[config.mk]
export PLATFORM = sky130hd
export DESIGN_NAME = hdlc_tx
export DESIGN_NICKNAME = d
export VERILOG_FILES = /design/src/rtl/hdlc_tx_pkg.sv /design/src/rtl/hdlc_tx_crc.sv /design/src/rtl/hdlc_tx_line.sv /design/src/rtl/hdlc_tx_framer.sv /design/src/rtl/hdlc_tx.sv
export SDC_FILE = /design/constraint.sdc
export NUM_CORES = 1
export LEC_CHECK = 0
export BUFFER_PORTS_ARGS = -buffer_cell sky130_fd_sc_hd__clkbuf_2
export CORE_MARGIN = 5
export CORE_UTILIZATION = 60
export CTS_BUF_LIST = sky130_fd_sc_hd__clkbuf_2
export DETAILED_ROUTE_END_ITERATION = 12
export PLACE_DENSITY = 0.8
export SYNTH_ARGS = -nofsm -noshare
export SYNTH_HDL_FRONTEND = slang
export SYNTH_SLANG_ARGS = --single-unit
[constraint.sdc]
create_clock -name clk -period 3.47 [get_ports clk]
set_input_delay 0.694 -clock clk [delete_from_list [all_inputs] [get_ports clk]]
set_output_delay 0.694 -clock clk [all_outputs]
set_load 0.01 [all_outputs]
[src/rtl/hdlc_tx_pkg.sv]
// Shared definitions for the HDLC transmitter: sequencer states, the flag
// pattern, the check-sequence polynomial and framing lengths.
package hdlc_tx_pkg;

    typedef enum logic [2:0] {
        ST_IDLE,
        ST_PRE,
        ST_OPEN,
        ST_DATA,
        ST_FCS,
        ST_CLOSE,
        ST_FIN
    } tx_state_t;

    localparam logic [7:0]  FLAG_BYTE  = 8'h7E;
    localparam logic [15:0] FCS_POLY   = 16'h8408;
    localparam logic [15:0] FCS_INIT   = 16'hFFFF;
    localparam int          PRE_BITS   = 16;
    localparam int          FCS_BITS   = 16;
    localparam int          STUFF_RUN  = 5;

endpackage

[src/rtl/hdlc_tx_crc.sv]
// Bit-serial reflected CRC register.
// Assumes: data bits arrive LSB first; clr has priority over upd.
module hdlc_tx_crc #(
    parameter int               WIDTH = 16,
    parameter logic [WIDTH-1:0] POLY  = 16'h8408,
    parameter logic [WIDTH-1:0] INIT  = 16'hFFFF
) (
    input  logic             clk,
    input  logic             rst_n,
    input  logic             clr,
    input  logic             upd,
    input  logic             din,
    output logic [WIDTH-1:0] crc
);

    logic fb;

    // Feedback bit of the reflected shift register
    assign fb = crc[0] ^ din;

    // Preset on clear, shift one data bit per update
    always_ff @(posedge clk) begin
        if (!rst_n || clr) begin
            crc <= INIT;
        end else if (upd) begin
            crc <= (crc >> 1) ^ (fb ? POLY : '0);
        end
    end

endmodule

[src/rtl/hdlc_tx_line.sv]
// Bit timing and line coding. Counts tick pulses into bit periods, raises a
// strobe at the end of each period, and forms the line level from the current
// bit with optional Manchester coding and inversion.
// Assumes: cur_bit/frame_bit change only on strobe; idle bits are never coded.
module hdlc_tx_line #(
    parameter int OSR = 16
) (
    input  logic clk,
    input  logic rst_n,
    input  logic en,
    input  logic tick,
    input  logic man_en,
    input  logic inv_en,
    input  logic cur_bit,
    input  logic frame_bit,
    output logic strobe,
    output logic line
);

    localparam int PH_W = $clog2(OSR);
    localparam int HALF = OSR / 2;

    logic [PH_W-1:0] ph;
    logic            second_half;
    logic            sym;

    // Phase within the bit period
    always_ff @(posedge clk) begin
        if (!rst_n || !en) begin
            ph <= '0;
        end else if (tick) begin
            ph <= (ph == PH_W'(OSR - 1)) ? '0 : ph + 1'b1;
        end
    end

    // End of a bit period
    assign strobe      = en && tick && (ph == PH_W'(OSR - 1));
    assign second_half = (ph >= PH_W'(HALF));

    // Manchester: complement in first half, true bit in second half
    always_comb begin
        if (frame_bit && man_en) begin
            sym = second_half ? cur_bit : ~cur_bit;
        end else begin
            sym = cur_bit;
        end
    end

    assign line = sym ^ inv_en;

endmodule

[src/rtl/hdlc_tx_framer.sv]
// Frame sequencer. On each bit strobe it picks the next line bit: idle ones,
// preamble, flags, payload with zero insertion, complemented check sequence.
// Assumes: byte_data is valid in the clock byte_rd is high; crc is stable
// while the check sequence is sent.
module hdlc_tx_framer
    import hdlc_tx_pkg::*;
#(
    parameter int LEN_W = 8
) (
    input  logic             clk,
    input  logic             rst_n,
    input  logic             en,
    input  logic             strobe,
    input  logic             pending,
    input  logic             cts,
    input  logic             pre_en,
    input  logic [LEN_W-1:0] len,
    input  logic [7:0]       byte_data,
    input  logic [15:0]      crc,
    output logic             byte_rd,
    output logic             launch,
    output logic             crc_clr,
    output logic             crc_upd,
    output logic             crc_bit,
    output logic             cur_bit,
    output logic             frame_bit,
    output logic             done,
    output logic             in_idle
);

    tx_state_t        st;
    logic [3:0]       idx;
    logic [2:0]       ones;
    logic [7:0]       sh;
    logic [LEN_W-1:0] cnt;
    logic             stuff;
    logic             fcs_bit;

    // Run of five ones reached: next bit is an inserted zero
    assign stuff   = (ones == 3'(STUFF_RUN));
    assign fcs_bit = ~crc[idx];

    // Frame begins on a bit boundary once queued and cleared to send
    assign launch  = strobe && (st == ST_IDLE) && pending && cts;
    assign crc_clr = launch;
    assign crc_upd = strobe && (st == ST_DATA) && !stuff;
    assign crc_bit = sh[0];
    assign in_idle = (st == ST_IDLE);

    // Byte fetch: after the opening flag, and at the end of each non-final byte
    assign byte_rd = strobe && (
        ((st == ST_OPEN) && (idx == 4'd7) && (cnt != '0)) ||
        ((st == ST_DATA) && !stuff && (idx == 4'd7) && (cnt != LEN_W'(1))));

    // Sequencer: select and register the next line bit on every strobe
    always_ff @(posedge clk) begin
        if (!rst_n || !en) begin
            st        <= ST_IDLE;
            idx       <= '0;
            ones      <= '0;
            sh        <= '0;
            cnt       <= '0;
            cur_bit   <= 1'b1;
            frame_bit <= 1'b0;
            done      <= 1'b0;
        end else begin
            done <= 1'b0;
            if (strobe) begin
                case (st)
                    ST_IDLE: begin
                        cur_bit   <= 1'b1;
                        frame_bit <= 1'b0;
                        if (pending && cts) begin
                            st  <= pre_en ? ST_PRE : ST_OPEN;
                            idx <= '0;
                            cnt <= len;
                        end
                    end
                    ST_PRE: begin
                        cur_bit   <= idx[0];
                        frame_bit <= 1'b1;
                        if (idx == 4'(PRE_BITS - 1)) begin
                            st  <= ST_OPEN;
                            idx <= '0;
                        end else begin
                            idx <= idx + 1'b1;
                        end
                    end
                    ST_OPEN: begin
                        cur_bit   <= FLAG_BYTE[idx[2:0]];
                        frame_bit <= 1'b1;
                        if (idx == 4'd7) begin
                            idx  <= '0;
                            ones <= '0;
                            if (cnt == '0) begin
                                st <= ST_FCS;
                            end else begin
                                st <= ST_DATA;
                                sh <= byte_data;
                            end
                        end else begin
                            idx <= idx + 1'b1;
                        end
                    end
                    ST_DATA: begin
                        frame_bit <= 1'b1;
                        if (stuff) begin
                            cur_bit <= 1'b0;
                            ones    <= '0;
                        end else begin
                            cur_bit <= sh[0];
                            ones    <= sh[0] ? ones + 1'b1 : '0;
                            if (idx == 4'd7) begin
                                idx <= '0;
                                cnt <= cnt - 1'b1;
                                if (cnt == LEN_W'(1)) begin
                                    st <= ST_FCS;
                                end else begin
                                    sh <= byte_data;
                                end
                            end else begin
                                sh  <= sh >> 1;
                                idx <= idx + 1'b1;
                            end
                        end
                    end
                    ST_FCS: begin
                        frame_bit <= 1'b1;
                        if (stuff) begin
                            cur_bit <= 1'b0;
                            ones    <= '0;
                        end else begin
                            cur_bit <= fcs_bit;
                            ones    <= fcs_bit ? ones + 1'b1 : '0;
                            if (idx == 4'(FCS_BITS - 1)) begin
                                st  <= ST_CLOSE;
                                idx <= '0;
                            end else begin
                                idx <= idx + 1'b1;
                            end
                        end
                    end
                    ST_CLOSE: begin
                        frame_bit <= 1'b1;
                        if ((idx == 4'd0) && stuff) begin
                            cur_bit <= 1'b0;
                            ones    <= '0;
                        end else begin
                            cur_bit <= FLAG_BYTE[idx[2:0]];
                            ones    <= '0;
                            if (idx == 4'd7) begin
                                st  <= ST_FIN;
                                idx <= '0;
                            end else begin
                                idx <= idx + 1'b1;
                            end
                        end
                    end
                    default: begin
                        cur_bit   <= 1'b1;
                        frame_bit <= 1'b0;
                        done      <= 1'b1;
                        st        <= ST_IDLE;
                    end
                endcase
            end
        end
    end

endmodule

[src/rtl/hdlc_tx.sv]
// HDLC frame transmitter top. Captures the mode inputs while disabled, queues
// one frame per accepted start, and joins the sequencer, CRC and line coder.
// Assumes: modes are set before tx_en rises; one frame is queued at a time.
module hdlc_tx
    import hdlc_tx_pkg::*;
#(
    parameter int LEN_W = 8,
    parameter int OSR   = 16
) (
    input  logic             clk,
    input  logic             rst_n,
    input  logic             tx_en,
    input  logic             cts,
    input  logic             tick16,
    input  logic             cfg_preamble,
    input  logic             cfg_manchester,
    input  logic             cfg_invert,
    input  logic             start,
    input  logic [LEN_W-1:0] len,
    output logic             ready,
    input  logic [7:0]       byte_data,
    output logic             byte_rd,
    output logic             tx_line,
    output logic             busy,
    output logic             done
);

    logic             pre_q;
    logic             man_q;
    logic             inv_q;
    logic             pending;
    logic [LEN_W-1:0] len_q;
    logic             accept;
    logic             launch;
    logic             in_idle;
    logic             strobe;
    logic             cur_bit;
    logic             frame_bit;
    logic             crc_clr;
    logic             crc_upd;
    logic             crc_bit;
    logic [15:0]      crc;

    // Mode capture, only while the transmitter is disabled
    always_ff @(posedge clk) begin
        if (!rst_n) begin
            pre_q <= 1'b0;
            man_q <= 1'b0;
            inv_q <= 1'b0;
        end else if (!tx_en) begin
            pre_q <= cfg_preamble;
            man_q <= cfg_manchester;
            inv_q <= cfg_invert;
        end
    end

    assign ready  = tx_en && !pending && in_idle;
    assign accept = start && ready;
    assign busy   = pending || !in_idle;

    // Frame queue: one pending request with its length
    always_ff @(posedge clk) begin
        if (!rst_n || !tx_en) begin
            pending <= 1'b0;
            len_q   <= '0;
        end else if (accept) begin
            pending <= 1'b1;
            len_q   <= len;
        end else if (launch) begin
            pending <= 1'b0;
        end
    end

    hdlc_tx_crc #(
        .WIDTH (16),
        .POLY  (FCS_POLY),
        .INIT  (FCS_INIT)
    ) u_crc (
        .clk   (clk),
        .rst_n (rst_n),
        .clr   (crc_clr),
        .upd   (crc_upd),
        .din   (crc_bit),
        .crc   (crc)
    );

    hdlc_tx_framer #(
        .LEN_W (LEN_W)
    ) u_framer (
        .clk       (clk),
        .rst_n     (rst_n),
        .en        (tx_en),
        .strobe    (strobe),
        .pending   (pending),
        .cts       (cts),
        .pre_en    (pre_q),
        .len       (len_q),
        .byte_data (byte_data),
        .crc       (crc),
        .byte_rd   (byte_rd),
        .launch    (launch),
        .crc_clr   (crc_clr),
        .crc_upd   (crc_upd),
        .crc_bit   (crc_bit),
        .cur_bit   (cur_bit),
        .frame_bit (frame_bit),
        .done      (done),
        .in_idle   (in_idle)
    );

    hdlc_tx_line #(
        .OSR (OSR)
    ) u_line (
        .clk       (clk),
        .rst_n     (rst_n),
        .en        (tx_en),
        .tick      (tick16),
        .man_en    (man_q),
        .inv_en    (inv_q),
        .cur_bit   (cur_bit),
        .frame_bit (frame_bit),
        .strobe    (strobe),
        .line      (tx_line)
    );

endmodule

; ---- Yosys cells after proc, flatten, opt, wreduce, memory -nomap -nowiden
; Memories as Yosys holds them, arrays and structs flattened. A register that Yosys moved wholly into a read port is not among the register bits.
; Index checks and enable logic that the tools add are counted.
[op_classes]
addsub = 4
multipliers = 0
div_mod_pow = 0
order_cmp = 3
n_eq_ne = 23
n_shift = 0
n_mux = 53
n_bitwise = 6
n_reduce_logical = 45
[ops]
columns = cell, count
row1 = $mux 8, 8
row2 = $mux 3, 18
row3 = $pmux 8 s2, 2
row4 = $mux 4, 7
row5 = $pmux 4 s6, 1
row6 = $logic_and 1x1->1, 19
row7 = $pmux 3 s6, 1
row8 = $mux 16, 1
row9 = $xor 15x16->16, 1
row10 = $ne 2x2->1 const B, 6
row11 = $pmux 3 s4, 1
row12 = $reduce_and 6->1, 2
row13 = $mux 1, 11
row14 = $reduce_and 11->1, 1
row15 = $ne 2x1->1 const B, 5
row16 = $eq 3x3->1 const B, 3
row17 = $add 4x1->4 const B, 2
row18 = $eq 4x4->1 const B, 2
row19 = $eq 8x1->1 const B, 1
row20 = $logic_not 8->1, 1
row21 = $ne 8x1->1 const B, 1
row22 = $reduce_bool 8->1, 1
row23 = $sub 8x1->8 const B, 1
row24 = $eq 3x2->1 const B, 2
row25 = other kinds (24), 36
[totals]
register_bits = 61
latchBits = 0
ram_bits = 0
rom_bits = 8
inputBits = 25
output_inout_bits = 5
mem_count = 1
[memory_table]
columns = memory, words, word_bits, rd, rd_clocked_by_memory_dff, wr, line_no
row1 = (no name shown), 8, 1, 1, 1, 0, hdlc_tx_framer.sv:90  ; cur_bit <= FLAG_BYTE[idx[2:0]];

; ---- Longest topological paths before layout
; Gate-level depths: netlist (run 1).
[depth]
word_depth = 7
mapped_depth = 10
ltp_nobuf = 8

; ---- Hierarchy
; A second synthesis (run 1) with hierarchy kept.
[hier_totals]
hier_cells = 396
area_unflattened_um2 = 3488.3
[by_module_without_submodules]
columns = module, instances, cells_per_inst, area_each_um2, seq_area_each_um2
row1 = hdlc_tx_framer, 1, 258, 2104.5, 600.6
row2 = hdlc_tx_crc, 1, 57, 630.6, 320.3
row3 = hdlc_tx, 1, 53, 526.8, 240.2
row4 = hdlc_tx_line, 1, 28, 226.5, 80.1

; ---- Worst setup path after synthesis (run 1)
; No wires, ideal clock.
[synth_path]
path_type = register to register
from = reg u_framer.idx[0]
to = reg (tool-made name)
setup_time_ps = 122
t_arrival_ps = 2118
required_ps = 3348
setup_slack_ps = 1230
stages_incl_launch_ff = 11
path_buffers = 2
period_less_slack_ps = 2240
cell_sequence = dfxtp_1 buf_6 inv_1 ha_1 or3b_2 nand3_1 a221o_1 buf_6 or4_1 a21oi_1 mux2i_1
[synth_lines]
columns = element, line_no
row1 = start: declaration, hdlc_tx_framer.sv:32  ; logic [3:0] idx;
row2 = start signal: assignment, hdlc_tx_framer.sv:86  ; idx <= idx + 1'b1;
row3 = start signal: assignment, hdlc_tx_framer.sv:102  ; idx <= idx + 1'b1;
row4 = start signal: assignment, hdlc_tx_framer.sv:123  ; idx <= idx + 1'b1;

; ---- Worst setup path in the final report (run 1)
[layout_path]
from = reg u_framer.st[0]
to = out byte_rd
[layout_via]
elab_chain_cells = 6
word_cells_on_any_way = 9
classes_between = eq/ne (2) / reduce/logical (7)
[layout_lines]
columns = element, line_no
row1 = start: declaration, hdlc_tx_framer.sv:31  ; tx_state_t st;
row2 = start signal: assignment, hdlc_tx_framer.sv:74  ; st <= pre_en ? ST_PRE : ST_OPEN;
row3 = $eq 3x2->1, hdlc_tx_framer.sv:53  ; ((st == ST_DATA) && !stuff && (idx == 4'd7) && (cnt != LEN_W'(1))));
row4 = $logic_and 1x1->1 (3 in a row), hdlc_tx_framer.sv:53
row5 = $logic_or 1x1->1 *, hdlc_tx_framer.sv:52  ; ((st == ST_OPEN) && (idx == 4'd7) && (cnt != '0)) ||
row6 = $logic_and 1x1->1 *, hdlc_tx_framer.sv:51  ; assign byte_rd = strobe && (
row7 = end: declaration, hdlc_tx.sv:22  ; output logic byte_rd,
; Every way passes the cells marked *; elsewhere a longest branch is shown, timed or not.

==> flow_summary.json, run 1 <==
{
  "status": "completed",
  "whs_ns": 0.403,
  "nFillCells": 440,
  "synth-edff-count": 0,
  "dp.cells": 472,
  "syn2layout_area_growth_pct": 7.77,
  "cts_root_buffer": "clkbuf_2",
  "power_density_mw_per_mm2": 344,
  "r2r_start": "u_framer.idx[0]",
  "cts_resized": 0,
  "skew_ns": 0.0241,
  "cts_htree_levels": 3,
  "dieArea_sq_mm": 0.00700,
  "vias_per_cell": 5.73,
  "end_kind": "primary output",
  "route.detailed.drc": 0,
  "ant_nets": 0,
  "fin_setup_tns_ns": 0,
  "routed_wl_mm": 6.85,
  "async_flop_share": 0,
  "synth_cells": 389,
  "cts.sinks": 62,
  "finalSetupViolations": 0,
  "synthesis.nets": 422,
  "ys_warn_count": 0,
  "reg2reg_depth": 8,
  "core_sq_mm": 0.00517,
  "slew_viol_final": 0,
  "fin_nets": 446,
  "p_leak_nw": 1.43,
  "vias": 2795,
  "max_freq_ghz": 0.316,
  "yosysSeqAreaShare": 0.381,
  "path_max_fanout": 21,
  "period_share": 0.911,
  "layout-drive-gt1-share": 0.156,
  "initial_core_util": 0.629,
  "path_clk_slew_ns": 0.17,
  "cts_max_path_buffers": 2,
  "synthTopCellsByArea": "dfxtp_1, mux2i_1, nand2_1",
  "crit_end": "byte_rd",
  "final_cells": 488,
  "path_class": "flip-flop to primary output",
  "grt_max_degree": 26,
  "syn-cell-area_sq_mm": 0.00325,
  "die-width_microns": 83.6,
  "antenna_found_initial": 0,
  "final_period_minus_worst_setup_slack_ns": 3.16,
  "dr.pass1.iters": 4,
  "rsz0062_at_grt": "false",
  "post_cts_buffers": 0,
  "slew_headroom": 0.513,
  "yosysUniqueCellTypes": 53,
  "synth.most_common_cell": "dfxtp_1",
  "fp.dieH_microns": 83.6,
  "clk_latency_ns": 0.50,
  "critPathRequiredTime_ns": 2.78,
  "grt_first_pass_wirelength_mm": 11.6,
  "port_buffers": 29,
  "r2r_setup_slack_ns": 0.73,
  "crit_start": "u_framer.st[0]",
  "ys_ff_latch": 62,
  "drv_cap": 0,
  "yosys.area.top_type": "dfxtp_1",
  "grt_overflow": 0,
  "cts_hold_buffers": 0,
  "hold_class": "input pin to flip-flop",
  "netlist_top_cells_count": "dfxtp_1, nand2_1, nor2_1, nand3_1",
  "synthFlopType": "dfxtp_1",
  "synth_top_area_frac": 0.381,
  "wl_per_cell_microns": 14.0,
  "tightestPinTransition_ns": 0.725,
  "synth.avg_cell_area_sq_um": 8.37,
  "worst_ir_drop_vdd_v": 0.000228,
  "dpl.hpwl_mm": 4.82,
  "io_pins": 30,
  "grt_pass1_vias": 2581,
  "tritoncts": "built",
  "gp_congestion": 0.820,
  "hold_viol": 0,
  "core.rowCount": 26,
  "drt_iter0_drc": 193,
  "crit_arrival_ns": 2.47,
  "diodes": 0,
  "numCtsBuffers": 9,
  "globalRouteTotalUtil": 0.201,
  "start_kind": "flip-flop"
}
## kinds of logic after synthesis
logic type,after synthesis,synth area share
AND/OR/NAND/NOR,169,0.246
buffers and inverters,32,0.0492
multiplexers,35,0.127
adder cells (fa/ha/maj),8,0.0308
XOR/XNOR,7,0.0188
AO/OA/AOI/OAI,76,0.147
flip-flops,62,0.381
## worst max-delay path, cell delays in order (launching register included)
cell	delay (ns)
dfxtp_1	0.77
nand3b_1	0.14
buf_4	0.23
nor2_1	0.25
nand2_1	0.09
a211oi_1	0.30
clkbuf_2	0.19
## routing by layer
metal,share of wire,up-vias,global-route usage
li1,-,1426,-
met1,0.47,1287,0.267
met2,0.46,74,0.311
met3,0.059,8,0.0543
met4,0.015,0,0.0804
met5,0,-,0
## cell usage in the layout (no fill, tap or decap), types with 4 or more instances in the layout
cell type,instances
dfxtp_1,62
nand2_1,60
nor2_1,42
clkbuf_2,40
nand3_1,28
a21oi_1,24
mux2i_1,24
o21ai_0,21
inv_1,11
nor3_1,8
ha_1,8
nand2b_1,7
mux2_2,7
xor2_1,4
o211ai_1,4
nor2b_1,4
a211oi_1,4
clkinv_2,4
buf_4,4
## through the flow
step	total power [mW]	utilization	cell area, sq um	setup WS (ns)
CTS	1.21	0.678	3510	0.300
global route	1.25	0.678	3510	0.177
global placement	0.793	0.658	3400	0.895
floorplan	0.771	-	3250	1.23
finish	1.21	0.678	3510	0.310
detailed placement	0.795	0.658	3400	0.802
## flip-flops by register name (all words and copies together), names as in the netlist, 3 cells and up, named ones only
register and cells:
len_q 8, u_crc.crc 16, u_framer.st 3, u_framer.ones 3, u_line.ph 4, u_framer.sh 8, u_framer.idx 4, u_framer.cnt 8
## layout make-up
type	count	area [sq um]	area share
multi-input combinational	295	1850	0.528
sequential	62	1240	0.354
timing repair buffer	33	175	0.0499
tap	70	87.6	0.0250
clock buffer	11	55.1	0.0157
clock inverter	5	50.0	0.0143
inverter	12	45.0	0.0128
## power breakdown
group          internal [mW]  switching (mW)
Clock                  0.168           0.260
Combinational         0.0268          0.0316
Sequential             0.718         0.00371
## worst min path at each step
stage / startpoint / to / slack [ns] / cells after the start
after floorplan: u_framer.sh[7] / u_framer.sh[7] / 0.44 / 2
final: rst_n / u_framer.cur_bit / 0.40 / 2
after detailed placement: u_framer.frame_bit / u_framer.frame_bit / 0.47 / 2
after global routing: rst_n / u_framer.cur_bit / 0.37 / 2
after global placement: u_framer.sh[7] / u_framer.sh[7] / 0.45 / 2
after CTS: rst_n / u_framer.cur_bit / 0.38 / 2
(Power assumes the default switching activity.)
==> run 2: changes to the inputs <==
--- a/config.mk
+++ b/config.mk
@@ -5,7 +5,9 @@
 export SDC_FILE = /design/constraint.sdc
 export NUM_CORES = 1
 export LEC_CHECK = 0
+export ABC_CLOCK_PERIOD_IN_PS = 3470
 export BUFFER_PORTS_ARGS = -buffer_cell sky130_fd_sc_hd__clkbuf_2
+export CORE_ASPECT_RATIO = 0.7
 export CORE_MARGIN = 5
 export CORE_UTILIZATION = 60
 export CTS_BUF_LIST = sky130_fd_sc_hd__clkbuf_2
==> run 2 against run 1 <==
  * Critical path depth shrank 1
  * Routed wire length down 1.1%
  * Final cell count rose by 0.41%
  * Die area is 0.34% higher
  * Non-clock buffer count did not move
  * Largest cell class unchanged
  * Largest power group unchanged
==> flow_summary.json, run 2 (synthesized netlist as in run 1, its figures left out) <==
{
  "status": "completed",
  "grt_first_pass_wirelength_mm": 11.6,
  "route.detailed.drc": 0,
  "critPathBufInv": 1,
  "path_clk_slew_ns": 0.17,
  "start_kind": "flip-flop",
  "p_seq_frac": 0.570,
  "critical_path.cell_chain": "nand3b_1, nor2_1, nand2_1, a211oi_1, clkbuf_2",
  "final_common_cell": "dfxtp_1",
  "initial_core_util": 0.619,
  "path_class": "flip-flop to primary output",
  "place_ws_ns": 0.789,
  "r2r_setup_slack_ns": 0.74,
  "drt_iter0_drc": 292,
  "r2r_start": "u_framer.idx[0]",
  "core.rowCount": 22,
  "end_kind": "primary output",
  "clkPwrFrac": 0.383,
  "fp.dieH_microns": 71.6,
  "ant_nets": 0,
  "path_max_fanout": 21,
  "drv_cap": 0,
  "nFillCells": 480,
  "grt_pass1_vias": 2506,
  "whs_ns": 0.402,
  "cp_slowest_cell": "dfxtp_1",
  "slew_viol_final": 0,
  "worstHoldPathCells": 2,
  "crit_arrival_ns": 2.48,
  "gp_congestion": 0.889,
  "p_sw_frac": 0.227,
  "core_sq_mm": 0.00526,
  "cts_htree_levels": 3,
  "routed_wl_mm": 6.78,
  "wl_per_cell_microns": 13.8,
  "multi_input_area_sq_mm": 0.00185,
  "reg2reg_depth": 8,
  "layout-drive-gt1-share": 0.148,
  "period_share": 0.913,
  "hold_viol": 0,
  "largest-register": "u_crc.crc",
  "cts_hold_buffers": 0,
  "slew_headroom": 0.361,
  "grt_max_degree": 26,
  "dr.pass1.iters": 5,
  "dpl.hpwl_mm": 4.86,
  "finalSetupViolations": 0,
  "max_freq_ghz": 0.316,
  "hp-start": "rst_n",
  "cp_top_family": "flip-flops",
  "antenna_found_initial": 0,
  "dieArea_sq_mm": 0.00702,
  "critPathRequiredTime_ns": 2.78,
  "grt_overflow": 0,
  "globalRouteTotalUtil": 0.203,
  "io_pins": 30,
  "rsz0062_at_grt": "false",
  "tightestPinTransition_ns": 0.956,
  "skew_ns": 0.0198,
  "cpPeakStageDelay_ns": 0.78,
  "largest_reg_flops": 16,
  "die-width_microns": 98.0,
  "fin_nets": 446,
  "holdPathEnd": "u_framer.cur_bit",
  "hold_class": "input pin to flip-flop",
  "seqCellArea_sq_mm": 0.00124,
  "tritoncts": "built",
  "port_buffers": 29,
  "numCtsBuffers": 9,
  "cts_root_buffer": "clkbuf_2",
  "diodes": 0,
  "power.internal_mw": 0.979,
  "vias_per_cell": 5.73,
  "cts.sinks": 62,
  "vias": 2808,
  "clk_latency_ns": 0.48,
  "syn2layout_area_growth_pct": 8.50,
  "p_comb_frac": 0.047,
  "post_cts_buffers": 0,
  "worst_ir_drop_vdd_v": 0.000358,
  "power_density_mw_per_mm2": 359,
  "cts_max_path_buffers": 2,
  "fin_setup_tns_ns": 0,
  "final_util": 0.672,
  "cts_resized": 0,
  "p_leak_nw": 1.44,
  "final_period_minus_worst_setup_slack_ns": 3.17,
  "layout_common_cells": "dfxtp_1, nand2_1, nor2_1",
  "p_sw_mw": 0.287,
  "setup_slack_ns": 0.301
}
-- run 2: changes by cell type in the layout (fill, tap and decap cells not counted) --
| cell | change |
|---|---|
| clkinv_2 | -3 |
| bufinv_16 | +1 |
| clkbuf_2 | -1 |
| clkinv_1 | +3 |
-- run 2: worst max path at each step --
| stage | start | end | slack (ns) | cells after the start |
|---|---|---|---|---|
| 2_1_floorplan | u_framer.idx[0] | flip-flop | 1.23 | 10 |
| 3_3_place_gp | tick16 | flip-flop | 0.88 | 7 |
| 5_1_grt | u_framer.st[0] | byte_rd | 0.06 | 5 |
| 4_1_cts | u_framer.st[0] | byte_rd | 0.30 | 5 |
| 3_5_place_dp | u_framer.idx[0] | flip-flop | 0.79 | 8 |
| 6_report | u_framer.st[0] | byte_rd | 0.30 | 5 |
-- run 2: final cells by class --
| cell class | instances | area share |
|---|---|---|
| Inverter | 12 | 0.0128 |
| Timing Repair Buffer | 33 | 0.0496 |
| Sequential cell | 62 | 0.352 |
| Clock inverter | 6 | 0.0216 |
| Multi-Input combinational cell | 295 | 0.525 |
| Clock buffer | 10 | 0.0142 |
| Tap cell | 72 | 0.0255 |
-- run 2: through the flow --
stage / total power [mW] / std cells / area, sq um
after floorplan: 0.771 / 389 / 3250
after global placement: 0.794 / 474 / 3400
after detailed placement: 0.796 / 474 / 3400
after CTS: 1.28 / 490 / 3530
after global routing: 1.33 / 490 / 3530
final: 1.27 / 490 / 3530
-- run 2: worst reg2reg max path, delay by kind of cell, from the launching register on --
kind	cells	cell delay [ns]
AO/OA/AOI/OAI	2	0.67
adder cells (fa/ha/maj)	1	0.22
buffers and inverters	1	0.16
flip-flops	1	0.59
multiplexers	1	0.20
AND/OR/NAND/NOR	3	0.82
-- run 2: layer usage --
layer | up-vias | global-route usage | part of all wire
li1 | 1422 | - | -
met1 | 1306 | 0.289 | 0.50
met2 | 71 | 0.300 | 0.42
met3 | 9 | 0.0593 | 0.064
met4 | 0 | 0.0599 | 0.012
met5 | - | 0 | 0
-- run 2: power groups by stage --
| stage | sequential (mW) | clock (mW) | combinational [mW] |
|---|---|---|---|
| final | 0.722 | 0.485 | 0.0592 |
| after floorplan | 0.735 | 0 | 0.0352 |
| after CTS | 0.722 | 0.501 | 0.0597 |
| after global routing | 0.723 | 0.536 | 0.0660 |
| after detailed placement | 0.737 | 0 | 0.0594 |
| after global placement | 0.736 | 0 | 0.0574 |
==> run 3: changes to the inputs <==
--- a/config.mk
+++ b/config.mk
@@ -8,7 +8,6 @@
 export ABC_CLOCK_PERIOD_IN_PS = 3470
 export BUFFER_PORTS_ARGS = -buffer_cell sky130_fd_sc_hd__clkbuf_2
 export CORE_ASPECT_RATIO = 0.7
-export CORE_MARGIN = 5
 export CORE_UTILIZATION = 60
 export CTS_BUF_LIST = sky130_fd_sc_hd__clkbuf_2
 export DETAILED_ROUTE_END_ITERATION = 12
==> run 3 against run 2 <==
  * Fmax up 1.7%
  * First-iteration DRC count down 33%
  * Register-to-register slack worse by 0.05 ns
  * Non-clock buffer count unchanged
  * Via count up 1.2%
  * Combinational power down 0.7%
  * Clock power down 33%
  * Core utilization down 0.75 points
  * Critical endpoint unchanged
  * Clock skew up 0.0021 ns
  * Global-route usage up 5.5 points
  * Critical path depth up 1
  * Sequential share of layout area up 0.58 points
==> flow_summary.json, run 3 (synthesized netlist as in run 1, its figures left out) <==
{
  "status": "completed",
  "initial_core_util": 0.622,
  "hold_viol": 0,
  "layout-drive-gt1-share": 0.149,
  "skew_ns": 0.0219,
  "cts_hold_buffers": 0,
  "start_kind": "flip-flop",
  "p_leak_nw": 1.41,
  "path_max_fanout": 21,
  "final_cells": 488,
  "clkPwrFrac": 0.295,
  "max_freq_ghz": 0.321,
  "final_period_minus_worst_setup_slack_ns": 3.11,
  "routed_wl_mm": 6.83,
  "rsz0062_at_grt": "false",
  "nFillCells": 443,
  "core.rowCount": 22,
  "largest_reg_flops": 16,
  "io_pins": 30,
  "dieArea_sq_mm": 0.00573,
  "largest-register": "u_crc.crc",
  "power_density_mw_per_mm2": 318,
  "post_cts_buffers": 0,
  "p_sw_frac": 0.247,
  "p_comb_frac": 0.053,
  "cts.sinks": 62,
  "hold_class": "input pin to flip-flop",
  "grt_pass1_vias": 2464,
  "fin_setup_tns_ns": 0,
  "layout_common_cells": "dfxtp_1, nand2_1, nor2_1",
  "syn2layout_area_growth_pct": 6.73,
  "whs_ns": 0.399,
  "grt_first_pass_wirelength_mm": 11.6,
  "path_class": "flip-flop to primary output",
  "dpl.hpwl_mm": 4.79,
  "cts_root_buffer": "clkbuf_2",
  "finalSetupViolations": 0,
  "fp.dieH_microns": 63.6,
  "drv_cap": 0,
  "globalRouteTotalUtil": 0.258,
  "final_util": 0.664,
  "ant_nets": 0,
  "path_clk_slew_ns": 0.16,
  "tritoncts": "built",
  "numCtsBuffers": 9,
  "vias_per_cell": 5.82,
  "end_kind": "primary output",
  "final_common_cell": "dfxtp_1",
  "dr.pass1.iters": 5,
  "p_seq_frac": 0.652,
  "power.internal_mw": 0.833,
  "grt_max_degree": 25,
  "hp-start": "rst_n",
  "cts_resized": 0,
  "diodes": 0,
  "antenna_found_initial": 0,
  "cts_max_path_buffers": 2,
  "period_share": 0.898,
  "r2r_setup_slack_ns": 0.69,
  "clk_latency_ns": 0.48,
  "crit_arrival_ns": 2.42,
  "p_sw_mw": 0.273,
  "r2r_start": "u_framer.idx[0]",
  "critPathRequiredTime_ns": 2.78,
  "dp.cells": 474,
  "fin_nets": 446,
  "tightestPinTransition_ns": 0.894,
  "crit_start": "u_framer.st[0]",
  "slew_viol_final": 0,
  "route.detailed.drc": 0,
  "core_sq_mm": 0.00523,
  "port_buffers": 29,
  "wl_per_cell_microns": 14.0,
  "grt_overflow": 0,
  "gp_congestion": 0.832,
  "die-width_microns": 90.0,
  "vias": 2841,
  "worst_ir_drop_vdd_v": 0.000229,
  "drt_iter0_drc": 197,
  "cts_htree_levels": 3,
  "slew_headroom": 0.402
}
==> run 3: cell type report <==
type                    count  area, sq um  share of cell area
well taps                  72         90.1              0.0259
clock buffers              11         55.1              0.0159
clock inverters             3         13.8             0.00396
flip-flops and latches     62         1240               0.357
multi-input cells         295         1850               0.534
repair buffers             33          175              0.0504
inverters                  12         45.0              0.0130
==> run 3: power groups by stage <==
stage	clock network (mW)	logic (mW)	registers (mW)
floorplan	0	0.0352	0.735
global placement	0	0.0572	0.736
detailed placement	0	0.0586	0.737
CTS	0.338	0.0590	0.721
global route	0.368	0.0650	0.722
finish	0.326	0.0588	0.721
==> run 3: worst paths after layout <==
kind,endpoint,depth (start not counted)
hold reg to reg,u_framer.cnt[0],2
setup reg to reg,flip-flop,8
setup / recovery,byte_rd,6
hold / removal,u_framer.cur_bit,2
==> run 3: metrics by stage <==
step,power [mW],worst slack [ns],instance area [sq um]
finish,1.11,0.355,3470
global route,1.16,0.110,3470
CTS,1.12,0.345,3470
detailed placement,0.795,0.745,3400
global placement,0.793,0.882,3400
floorplan,0.771,1.23,3250
==> run 3: layer usage <==
layer | track usage | vias up | share of wire
li1 | - | 1426 | -
met1 | 0.362 | 1302 | 0.50
met2 | 0.378 | 106 | 0.42
met3 | 0.0942 | 7 | 0.071
met4 | 0.0544 | 0 | 0.0089
met5 | 0 | - | 0
==> run 3: worst max-delay path, cell delays in order, from the launching register on <==
cell and delay, ns:
dfxtp_1 0.78, nand3b_1 0.14, buf_4 0.23, nor2_1 0.25
nand2_1 0.09, a211oi_1 0.28, clkbuf_2 0.18
